--- src/rtl/iso_fb_pkg.sv ---
package iso_fb_pkg;
  typedef enum logic {
    RATE_44K1 = 1'b0,
    RATE_48K  = 1'b1
  } rate_e;
endpackage

--- src/rtl/iso_fb_store.sv ---
module iso_fb_store #(
  parameter int SMP_W = 16,
  parameter int CAP   = 49,
  parameter int PTR_W = 6
) (
  input  logic             clk,
  input  logic             we,
  input  logic             w_half,
  input  logic [PTR_W-1:0] w_idx,
  input  logic [SMP_W-1:0] w_data,
  input  logic             r_half,
  input  logic [PTR_W-1:0] r_idx,
  output logic [SMP_W-1:0] r_data
);
  localparam int DEPTH = 2 * CAP;
  localparam int AW    = $clog2(DEPTH);

  logic [SMP_W-1:0] mem [DEPTH];
  logic [AW-1:0]    w_addr;
  logic [AW-1:0]    r_addr;
  logic [PTR_W-1:0] r_idx_c;

  always_comb begin
    r_idx_c = (r_idx >= PTR_W'(CAP)) ? PTR_W'(CAP - 1) : r_idx;
    w_addr  = AW'(w_idx) + (w_half ? AW'(CAP) : '0);
    r_addr  = AW'(r_idx_c) + (r_half ? AW'(CAP) : '0);
    r_data  = mem[r_addr];
  end

  always_ff @(posedge clk) begin
    if (we) begin
      mem[w_addr] <= w_data;
    end
  end
endmodule

--- src/rtl/iso_fb_wr.sv ---
module iso_fb_wr
  import iso_fb_pkg::*;
#(
  parameter int CAP    = 49,
  parameter int LIM_LO = 45,
  parameter int PTR_W  = 6
) (
  input  logic             clk,
  input  logic             rst_n,
  input  logic             sof,
  input  rate_e            rate,
  input  logic             rate_chg,
  input  logic             wr_valid,
  input  logic             wr_last,
  output logic             we,
  output logic             w_half,
  output logic [PTR_W-1:0] w_idx,
  output logic             half_q,
  output logic [PTR_W-1:0] fill_q,
  output logic             done_q,
  output logic             overrun
);
  logic             half_n;
  logic [PTR_W-1:0] fill_n;
  logic             done_n;
  logic             ovr_n;
  logic             ovr_q;
  logic [PTR_W-1:0] lim;
  logic [PTR_W-1:0] eff_ptr;
  logic             eff_done;
  logic             accept;

  always_comb begin
    lim      = (rate == RATE_48K) ? PTR_W'(CAP) : PTR_W'(LIM_LO);
    half_n   = sof ? ~half_q : half_q;
    eff_ptr  = sof ? '0 : fill_q;
    eff_done = sof ? 1'b0 : done_q;
    accept   = wr_valid && (eff_ptr < lim) && !rate_chg;
    ovr_n    = wr_valid && !accept && !rate_chg;
    fill_n   = eff_ptr + PTR_W'(accept);
    done_n   = eff_done | (wr_valid & wr_last & ~rate_chg);
    if (rate_chg) begin
      fill_n = '0;
      done_n = 1'b0;
    end
    we     = accept;
    w_half = half_n;
    w_idx  = eff_ptr;
  end

  always_ff @(posedge clk or negedge rst_n) begin
    if (!rst_n) begin
      half_q <= 1'b0;
      fill_q <= '0;
      done_q <= 1'b0;
      ovr_q  <= 1'b0;
    end else begin
      half_q <= half_n;
      fill_q <= fill_n;
      done_q <= done_n;
      ovr_q  <= ovr_n;
    end
  end

  assign overrun = ovr_q;


  fill_bound_chk: assert property (@(posedge clk) disable iff (!rst_n)
    fill_q <= PTR_W'(CAP));

  lo_bound_chk: assert property (@(posedge clk) disable iff (!rst_n)
    (rate == RATE_44K1 && !rate_chg) |-> (fill_q <= PTR_W'(LIM_LO)));

  ovr_cause_chk: assert property (@(posedge clk) disable iff (!rst_n)
    overrun |-> $past(wr_valid));

  sof_restart_chk: assert property (@(posedge clk) disable iff (!rst_n)
    sof |=> (fill_q <= PTR_W'(1)));
endmodule

--- src/rtl/iso_fb_rd.sv ---
module iso_fb_rd #(
  parameter int SMP_W = 16,
  parameter int PTR_W = 6
) (
  input  logic             clk,
  input  logic             rst_n,
  input  logic             swap,
  input  logic             rate_chg,
  input  logic [PTR_W-1:0] closed_len,
  input  logic             closed_done,
  input  logic             smp_req,
  input  logic [SMP_W-1:0] r_data,
  output logic [PTR_W-1:0] r_idx,
  output logic [SMP_W-1:0] smp_data,
  output logic             underrun
);
  logic             primed_q, primed_n;
  logic [PTR_W-1:0] len_q, len_n;
  logic [PTR_W-1:0] ptr_q, ptr_n;
  logic [SMP_W-1:0] last_q, last_n;
  logic [SMP_W-1:0] out_q, out_n;
  logic             ur_q, ur_n;

  always_comb begin
    primed_n = primed_q;
    len_n    = len_q;
    ptr_n    = ptr_q;
    last_n   = last_q;
    out_n    = out_q;
    ur_n     = 1'b0;
    if (smp_req) begin
      if (!primed_q) begin
        out_n = '0;
      end else if (ptr_q < len_q) begin
        out_n  = r_data;
        last_n = r_data;
        ptr_n  = ptr_q + PTR_W'(1);
      end else begin
        out_n = last_q;
        ur_n  = 1'b1;
      end
    end
    if (swap) begin
      len_n    = closed_len;
      ptr_n    = '0;
      primed_n = primed_q | closed_done;
    end
    if (rate_chg) begin
      primed_n = 1'b0;
      len_n    = '0;
      ptr_n    = '0;
      last_n   = '0;
    end
  end

  always_ff @(posedge clk or negedge rst_n) begin
    if (!rst_n) begin
      primed_q <= 1'b0;
      len_q    <= '0;
      ptr_q    <= '0;
      last_q   <= '0;
      out_q    <= '0;
      ur_q     <= 1'b0;
    end else begin
      primed_q <= primed_n;
      len_q    <= len_n;
      ptr_q    <= ptr_n;
      last_q   <= last_n;
      out_q    <= out_n;
      ur_q     <= ur_n;
    end
  end

  assign r_idx    = ptr_q;
  assign smp_data = out_q;
  assign underrun = ur_q;


  ptr_in_len_chk: assert property (@(posedge clk) disable iff (!rst_n)
    ptr_q <= len_q);

  silent_chk: assert property (@(posedge clk) disable iff (!rst_n)
    (smp_req && !primed_q) |=> (smp_data == '0));

  ur_cause_chk: assert property (@(posedge clk) disable iff (!rst_n)
    underrun |-> ($past(smp_req) && $past(primed_q)));

  hold_chk: assert property (@(posedge clk) disable iff (!rst_n)
    !smp_req |=> ($stable(smp_data) && !underrun));
endmodule

--- src/rtl/iso_audio_frame_buf.sv ---
module iso_audio_frame_buf
  import iso_fb_pkg::*;
#(
  parameter int SMP_W      = 16,
  parameter int SPF_HI     = 48,
  parameter int SPF_LO_MAX = 45,
  parameter int JITTER     = 1
) (
  input  logic             clk,
  input  logic             rst_n,
  input  logic             rate_sel,
  input  logic             sof,
  input  logic             wr_valid,
  input  logic [SMP_W-1:0] wr_data,
  input  logic             wr_last,
  input  logic             smp_req,
  output logic [SMP_W-1:0] smp_data,
  output logic             underrun,
  output logic             overrun
);
  localparam int CAP   = SPF_HI + JITTER;
  localparam int PTR_W = $clog2(CAP + 1);

  rate_e            rate_cur;
  logic             rate_q;
  logic             rate_chg;
  logic             we;
  logic             w_half;
  logic [PTR_W-1:0] w_idx;
  logic             half_q;
  logic [PTR_W-1:0] fill_q;
  logic             done_q;
  logic [PTR_W-1:0] r_idx;
  logic [SMP_W-1:0] r_data;

  assign rate_cur = rate_e'(rate_sel);
  assign rate_chg = rate_sel ^ rate_q;

  always_ff @(posedge clk or negedge rst_n) begin
    if (!rst_n) rate_q <= 1'b0;
    else        rate_q <= rate_sel;
  end

  iso_fb_wr #(.CAP(CAP), .LIM_LO(SPF_LO_MAX), .PTR_W(PTR_W)) wr_i (
    .clk(clk), .rst_n(rst_n), .sof(sof), .rate(rate_cur), .rate_chg(rate_chg),
    .wr_valid(wr_valid), .wr_last(wr_last), .we(we), .w_half(w_half),
    .w_idx(w_idx), .half_q(half_q), .fill_q(fill_q), .done_q(done_q),
    .overrun(overrun)
  );

  iso_fb_store #(.SMP_W(SMP_W), .CAP(CAP), .PTR_W(PTR_W)) store_i (
    .clk(clk), .we(we), .w_half(w_half), .w_idx(w_idx), .w_data(wr_data),
    .r_half(~half_q), .r_idx(r_idx), .r_data(r_data)
  );

  iso_fb_rd #(.SMP_W(SMP_W), .PTR_W(PTR_W)) rd_i (
    .clk(clk), .rst_n(rst_n), .swap(sof), .rate_chg(rate_chg),
    .closed_len(fill_q), .closed_done(done_q), .smp_req(smp_req),
    .r_data(r_data), .r_idx(r_idx), .smp_data(smp_data), .underrun(underrun)
  );
endmodule

--- config.mk ---
export PLATFORM = sky130hd
export DESIGN_NAME = iso_audio_frame_buf
export DESIGN_NICKNAME = d
export VERILOG_FILES = /design/src/rtl/iso_fb_pkg.sv /design/src/rtl/iso_fb_store.sv /design/src/rtl/iso_fb_wr.sv /design/src/rtl/iso_fb_rd.sv /design/src/rtl/iso_audio_frame_buf.sv
export SDC_FILE = /design/constraint.sdc
export NUM_CORES = 2
export LEC_CHECK = 0
export ABC_AREA = 1
export BUFFER_PORTS_ARGS = -buffer_cell sky130_fd_sc_hd__buf_2
export CORE_ASPECT_RATIO = 1.4
export CORE_UTILIZATION = 68
export CTS_CLUSTER_DIAMETER = 80
export CTS_CLUSTER_SIZE = 16
export DETAILED_ROUTE_END_ITERATION = 6
export PLACE_DENSITY_LB_ADDON = 0.2
export SLEW_MARGIN = 30
export SYNTH_ARGS = -nofsm -noshare
export SYNTH_HDL_FRONTEND = slang
export SYNTH_HIERARCHICAL = 1
export SYNTH_SLANG_ARGS = --single-unit
--- constraint.sdc ---
create_clock -name clk -period 4.8 [get_ports clk]
set_input_delay 0.24 -clock clk [delete_from_list [all_inputs] [get_ports clk]]
set_output_delay 0.24 -clock clk [all_outputs]
set_load 0.01 [all_outputs]
Word level (Yosys, flattened, before mapping)
Memories as Yosys holds them, arrays and structs flattened.
Index checks and enable logic that the tools add are counted.
- $add $sub $neg: 4
- order comparisons: 3
- mux-type cells: 28
- bitwise operators: 7
- reductions and logical operators: 14
- operators with widths (kind ; number):
    16-bit 2-to-1 mux ; 5
    6-bit 2-to-1 mux ; 12
    6-bit by 7-bit adder with 7-bit output ; 2
    6-bit less-than comparator ; 2
    1-bit 2-to-1 mux ; 10
    3-bit nonzero test ; 3
    6-bit by 1-bit adder with 6-bit output ; 1
    6-bit by 1-bit adder with 6-bit output, second input constant ; 1
    6-bit >= comparator, second input constant ; 1
    2-bit nonzero test ; 3
    5-bit 2-to-1 mux ; 1
    1-bit logical AND ; 4
    3-bit AND reduction ; 1
    1-bit AND ; 2
    1-bit logical NOT ; 2
    1-bit NOT ; 2
    1-bit OR ; 2
    2-bit AND reduction ; 1
    1-bit bitwise XOR ; 1
- flip-flop bits (word level): 56
- RAM bits: 1568
- bits of input ports: 23
- output and inout bits: 18
- memories kept: 1
- memory list (memory ; depth ; width ; rd ports ; clocked after memory_dff ; write ports ; line ; RTL):
    store_i.mem ; 98 ; 16 ; 1 ; 0 ; 1 ; iso_fb_store.sv:18 ; logic [SMP_W-1:0] mem [DEPTH];

Depth between registers and ports, before layout
An unclocked memory read counts as a cell.
- word-level depth: 8
- gate-level depth with buffers: 19
- gate-level depth less buffers: 18

By module
Netlist, hierarchy kept.
- modules (own cells, without submodules) (module ; times used ; cells each ; area each (µm²) ; sequential area each (µm²)):
    iso_fb_store ; 1 ; 5655 ; 64644.5 ; 47085.2
    iso_fb_rd ; 1 ; 276 ; 2376.0 ; 1151.1
    iso_fb_wr ; 1 ; 78 ; 563.0 ; 225.2
    iso_audio_frame_buf ; 1 ; 7 ; 47.5 ; 25.0

Worst setup path before layout
Ideal clock, no wire load.
- path kind: register to register
- start point: reg wr_i.fill_q[4]
- end point: mem store_i.mem[64][0], enable pin
- setup time: 0.388 ns
- arrival: 2.499 ns
- required time: 4.412 ns
- path slack: 1.912 ns
- cell stages (with the launch flop): 16
- clock period less this slack: 2.888 ns
- path through: dfrtp_1 nand2_1 inv_1 ha_1 inv_1 nor2_1 nand3_1 nand2_1 inv_1 nand2_1 nor2_1 inv_1 nor2_1 nand2_1 clkbuf_1 nor2_1
- longest elaborated chain between the ends: 6
- elaborated cells between the ends (all ways): 7
- classes of those cells: 1 x add/sub; 1 x order compare; 3 x mux; 2 x reduce/logical
- RTL lines (what ; line ; RTL):
    from (decl) ; iso_fb_wr.sv:19 ; output logic [PTR_W-1:0] fill_q,
    from (signal assigned) ; iso_fb_wr.sv:59 ; fill_q <= fill_n;
    6-bit 2-to-1 mux ; iso_fb_wr.sv:36 ; eff_ptr = sof ? '0 : fill_q;
    via w_idx[4] ; iso_audio_frame_buf.sv:29 ; logic [PTR_W-1:0] w_idx;
    6-bit less-than comparator ; iso_fb_wr.sv:38 ; accept = wr_valid && (eff_ptr < lim) && !rate_chg;
    1-bit logical AND (2 in series) ; iso_fb_wr.sv:38 ;
    via we ; iso_audio_frame_buf.sv:27 ; logic we;
    1-bit 2-to-1 mux ; iso_fb_store.sv:31 ; if (we) begin
    1-bit 2-to-1 mux (not written as such) ; iso_fb_store.sv:32 ; mem[w_addr] <= w_data;
    to (decl) ; iso_fb_store.sv:18 ;
The timed path passes the listed nets, and every way through them passes these cells.

Worst setup path in the final report
- start point: reg rd_i.ptr_q[5], in the netlist rd_i/r_idx[5]
- end point: reg rd_i.last_q[6]
- longest elaborated chain between the ends: 8
- elaborated cells between the ends (all ways): 9
- classes of those cells: 1 x add/sub; 2 x order compare; 5 x mux; 1 x memory
- RTL lines (what ; line ; RTL):
    from (decl) ; iso_fb_rd.sv:19 ; logic [PTR_W-1:0] ptr_q, ptr_n;
    from (signal assigned) ; iso_fb_rd.sv:67 ; ptr_q <= ptr_n;
    6-bit >= comparator ; iso_fb_store.sv:24 ; r_idx_c = (r_idx >= PTR_W'(CAP)) ? PTR_W'(CAP - 1) : r_idx;
    6-bit 2-to-1 mux (*) ; iso_fb_store.sv:24 ;
    6-bit by 7-bit adder with 7-bit output (*) ; iso_fb_store.sv:26 ; r_addr = AW'(r_idx_c) + (r_half ? AW'(CAP) : '0);
    memory 98 x 16 bit (*) ; -- ;
    via r_data[6] ; iso_audio_frame_buf.sv:34 ; logic [SMP_W-1:0] r_data;
    16-bit 2-to-1 mux (*) ; -- ;
    16-bit 2-to-1 mux (*) ; iso_fb_rd.sv:32 ; if (!primed_q) begin
    16-bit 2-to-1 mux (*) ; iso_fb_rd.sv:31 ; if (smp_req) begin
    16-bit 2-to-1 mux (*) ; iso_fb_rd.sv:48 ; if (rate_chg) begin
    to (signal assigned) ; iso_fb_rd.sv:68 ; last_q <= last_n;
    to (decl) ; iso_fb_rd.sv:20 ; logic [SMP_W-1:0] last_q, last_n;
The timed path passes the listed nets; every way through them passes the cells marked *. The select of a mux whose other input is x is not followed.
A chain may end at the register's enable or synchronous reset.

==> impl.org <==
** Timing
- Share of the clock period used by the worst path after layout :: between 80% and 90%
- Setup repair after global routing left no endpoint under its margin.
- For this run, the top clock speed supported by timing is 234 MHz.
- For the pin with the worst max-slew slack, the measured transition is slightly above 1 ns.
- After layout, the minimum clock period comes to 4.28 ns.
- Headroom to the max-slew limit came out at 31.6%.
- Worst clock skew on the final layout :: 0.0371 ns
- Setup total negative slack on the finished layout was measured at 0 ns.
- Setup violations remaining at the end of the flow were counted as 0.
- The worst path meets setup with 0.523 ns of slack.
- The number of max-slew violations in the final report was 0.
- The hold violation total from the final report is 0.

** CTS
- Cts repair resizes :: 0
- Number of buffers added by the clock tree synthesis step :: roughly 110
- Buffers from clock root to sink, at most :: 3
- CTS saw about 1600 sinks.
- Clk Tree Root Cell :: sky130_fd_sc_hd__clkbuf_16
- Maximum level of the CTS H-tree :: 3
- Worst-Skew Late Latency :: 0.74 ns
- TritonCTS clock tree :: done
- Buffers inserted to repair hold after CTS numbered 7.
- Clock transition at the register clock pins on the worst setup and hold paths after CTS :: 0.07 ns
- Post-CTS timing repair inserted 0 buffers for setup.

** Power
- Cell internal power was estimated by the tool at 22.2 mW.
- Maximum vdd drop :: 0.429 mV
- Total power of the final layout :: roughly 33 mW
- Logic gate share of total power :: a little over a quarter
- The clock network accounts for 26.2% of the total power.
- Net switching power :: 11.1 mW
- Portion of total power attributed to sequential cells :: 47.0%
- Pwr per Cell Area :: around 460 mW/mm²
- Switching part of the total power :: 33.3%
- P_leak :: 27.1 nW

** Setup path
- Data arrives at the worst endpoint at 4.88 ns.
- The worst setup path is launched from a register.
- Crit path required time :: 5.40 ns
- Type of destination of the critical path :: register
- Of all nets on the critical path, the largest fanout is 58.
- Logic depth of the worst register-to-register path :: 17
- The critical path is of the register to register type.

** Route
- Final antenna-violating net count :: 0
- After the first detailed-routing iteration, the DRC count stood at 6781.
- Wire length reported by the detailed router :: between 150 and 200 mm
- Via total after detailed routing :: 47100
- Wire length per cell after detailed routing :: 24.9 µm
- In the routed layout, each cell is associated on average with a via count of 6.40.
- Number of iterations in the first detailed-routing pass :: 7
- # DRC :: 6

** Run status
- Violations in the final reports :: design-rule violations
- Status :: finished, violations left

** GRT
- Met2 demand-to-capacity share in global routing :: approximately three fifths
- Total track usage :: 36.6%
- The first global-routing pass estimated 270 mm of wire.
- The layer flagged by global routing as most heavily used is met2.
- For this run, global-route usage on met1 was measured as between 40% and 50%.
- The number of antenna violations at the first check in global routing came to 3.
- Entering global routing, the biggest net connects 191 pins.
- The via count of the first global-routing pass was 44400.
- GRT overflow :: 0
- Global routing used 5.66% of the available met3 tracks.

** Placed design
- Count of port buffers added during placement :: 40
- Before CTS, the worst setup slack after placement is 0.666 ns.
- Routability congestion estimate :: 0.939
- Counting tap cells, the placed design contains a total of between 7000 and 8000 instances.
- Placed wire-length estimate :: around 110 mm

** Floorplanning
- The total area inside the core boundary comes to 0.0984 mm².
- For this design the top-level I/O count stands at 41.
- Die Wd :: 269 µm
- Die Area :: 0.101 mm²
- Starting density of the core :: 68.8%
- Number of placement rows :: 136
- Die Y-Extent :: about 380 µm

** Synthesis
- Main flop type after synthesis :: sky130_fd_sc_hd__edfxtp_1
- The number of nets in the synthesized netlist is 6056.
- For this run, the number of Yosys warnings is 6.
- In the synthesized netlist, the number of instances is ~6000.
- Count of distinct cell types in the synthesized netlist :: 40
- A synthesized cell averages 11.2 µm².
- Counting flops with a built-in enable in the synthesized netlist gives 1568.
- Counting flops with an async set or reset pin after synthesis yields a share of approximately 3.4%.
- Seq/Total Area, Yosys :: a little under three quarters
- In this run the cell area of the synthesized design comes to 0.0676 mm².
- The synthesized design contains 1624 register bits.

** Final layout
- Most common cell after layout, fill and taps aside :: sky130_fd_sc_hd__nand2_1
- After the last flow step, the layout net total stands at 6047.
- Relative to the synthesized area, the layout overhead comes to 7.58%.
- Fill count :: 6505
- The library cells used most frequently in the layout, excluding fill and tap cells, are sky130_fd_sc_hd__nand2_1 (2310), sky130_fd_sc_hd__edfxtp_1 (1568), sky130_fd_sc_hd__nand3_1 (1354).
- Ratio of cells with drive above 1 in the final layout :: between 6 and 7%
- Number of diodes added for antenna fixing :: 0
- For this run, the number of standard cells in the final layout without fillers is between 7000 and 8000.

** Flow run
- The tool flagged a number of max-cap violations equal to 0.

** Worst hold path
- Along the worst hold path, the cell count comes to 1.
- The path class of the tightest hold or removal check is input port to register.
[synth_stat cells (2+ instances only)]
library cell | count | area [µm²]
sky130_fd_sc_hd__or2_1 | 9 | 56.3
sky130_fd_sc_hd__nand2_1 | 2312 | 8680
sky130_fd_sc_hd__buf_1 | 24 | 90.1
sky130_fd_sc_hd__buf_2 | 220 | 1100
sky130_fd_sc_hd__nand3b_1 | 15 | 113
sky130_fd_sc_hd__a21oi_1 | 8 | 40.0
sky130_fd_sc_hd__nand2_2 | 6 | 37.5
sky130_fd_sc_hd__o21ai_0 | 21 | 105
sky130_fd_sc_hd__a21oi_2 | 2 | 17.5
sky130_fd_sc_hd__edfxtp_1 | 1568 | 47100
sky130_fd_sc_hd__nor2_2 | 2 | 12.5
sky130_fd_sc_hd__nand3_1 | 1354 | 6780
sky130_fd_sc_hd__nand2_4 | 14 | 158
sky130_fd_sc_hd__xor2_1 | 4 | 35.0
sky130_fd_sc_hd__o21ai_1 | 5 | 25.0
sky130_fd_sc_hd__inv_4 | 2 | 12.5
sky130_fd_sc_hd__nand4_1 | 5 | 31.3
sky130_fd_sc_hd__nor2_1 | 126 | 473
sky130_fd_sc_hd__or2_2 | 7 | 43.8
sky130_fd_sc_hd__nor3_1 | 3 | 15.0
sky130_fd_sc_hd__dfrtp_1 | 56 | 1400
sky130_fd_sc_hd__buf_6 | 2 | 22.5
sky130_fd_sc_hd__ha_1 | 17 | 213
sky130_fd_sc_hd__inv_1 | 67 | 251
sky130_fd_sc_hd__inv_2 | 7 | 26.3
sky130_fd_sc_hd__xnor2_1 | 2 | 17.5
sky130_fd_sc_hd__clkbuf_1 | 116 | 435
sky130_fd_sc_hd__buf_4 | 15 | 113
sky130_fd_sc_hd__o211ai_1 | 16 | 120
[cells by family after synthesis]
kind of cell,count (synthesis),share of synthesized area (%)
simple gates,3856,24.3
flops,1624,71.7
buf+inv,454,3.06
compound gates,59,0.555
fa+ha+maj,17,0.315
xor+xnor,6,0.0777
[metal layers]
layer,routed length [µm],share of wire [%]
met5,41,0.022
met4,12100,6.6
met3,19600,11
met2,88000,48
met1,63300,35
[sequential cells by signal, summed over array words and instances (netlist names)]
| name | count |
|---|---|
| rd_i/len_q | 6 |
| store_i/mem | 1568 |
| rd_i/r_idx | 6 |
| wr_i/overrun | 1 |
| rd_i/smp_data | 16 |
| wr_i/fill_q | 6 |
| rate_q | 1 |
| wr_i/done_q | 1 |
| wr_i/half_q | 1 |
| rd_i/primed_q | 1 |
| rd_i/underrun | 1 |
| rd_i/last_q | 16 |
[area by class of cell]
cell class,instances,area [µm²],share of cell area [%]
flip-flops and latches,1624,48500,66.6
inverters,76,305,0.420
well taps,1311,1640,2.25
clock inverters,4,42.5,0.0585
multi-input cells,3938,17100,23.5
clock buffers,147,2980,4.09
repair buffers,256,2180,3.00
[power by group through the flow]
| stage | sequential, mW | combinational (mW) | clock (mW) |
|---|---|---|---|
| global placement | 16.0 | 8.49 | 0 |
| global route | 15.7 | 9.56 | 9.24 |
| CTS | 15.7 | 8.69 | 8.78 |
| finish | 15.7 | 8.92 | 8.75 |
| detailed placement | 16.0 | 8.64 | 0 |
| floorplan | 16.0 | 5.61 | 0 |
[stage by stage]
step                      cell area (µm²)  hold slack (ns)  util (%)
after floorplan                     67600          -0.0556         -
after global placement              69700            0.415      70.8
after CTS                           72800           0.0101      74.0
final                               72800           0.0126      74.0
after detailed placement            69700            0.420      70.8
after global routing                72800           0.0103      74.0
[critical path, cell delays in order (launching register included)]
cell,delay [ns]
sky130_fd_sc_hd__dfrtp_1,0.50
sky130_fd_sc_hd__a21boi_0,0.34
sky130_fd_sc_hd__ha_4,0.20
sky130_fd_sc_hd__ha_4,0.33
sky130_fd_sc_hd__inv_8,0.38
sky130_fd_sc_hd__buf_12,0.33
sky130_fd_sc_hd__nand3_1,0.15
sky130_fd_sc_hd__nand2_1,0.17
sky130_fd_sc_hd__nand3_1,0.26
sky130_fd_sc_hd__nand3_1,0.21
sky130_fd_sc_hd__nand3_1,0.16
sky130_fd_sc_hd__nand3_1,0.26
sky130_fd_sc_hd__nand2_1,0.08
sky130_fd_sc_hd__nand2_1,0.07
sky130_fd_sc_hd__nand2_1,0.14
sky130_fd_sc_hd__nand3b_1,0.23
sky130_fd_sc_hd__nand3_1,0.12
sky130_fd_sc_hd__o21ai_1,0.06
[path summary, 6_finish.rpt]
kind,from,slack (ns),endpoint
max,rd_i/r_idx[5],0.52,rd_i/last_q[6]
min,wr_data[3],0.01,store_i/mem[33][3]
max reg2reg,rd_i/r_idx[5],0.52,rd_i/last_q[6]
min reg2reg,rd_i/smp_data[13],0.48,rd_i/smp_data[13]
max in group asynchronous,rst_n,4.15,rd_i/smp_data[13]
min in group asynchronous,rst_n,0.17,wr_i/fill_q[3]
Power figures use the tool's default switching activity.
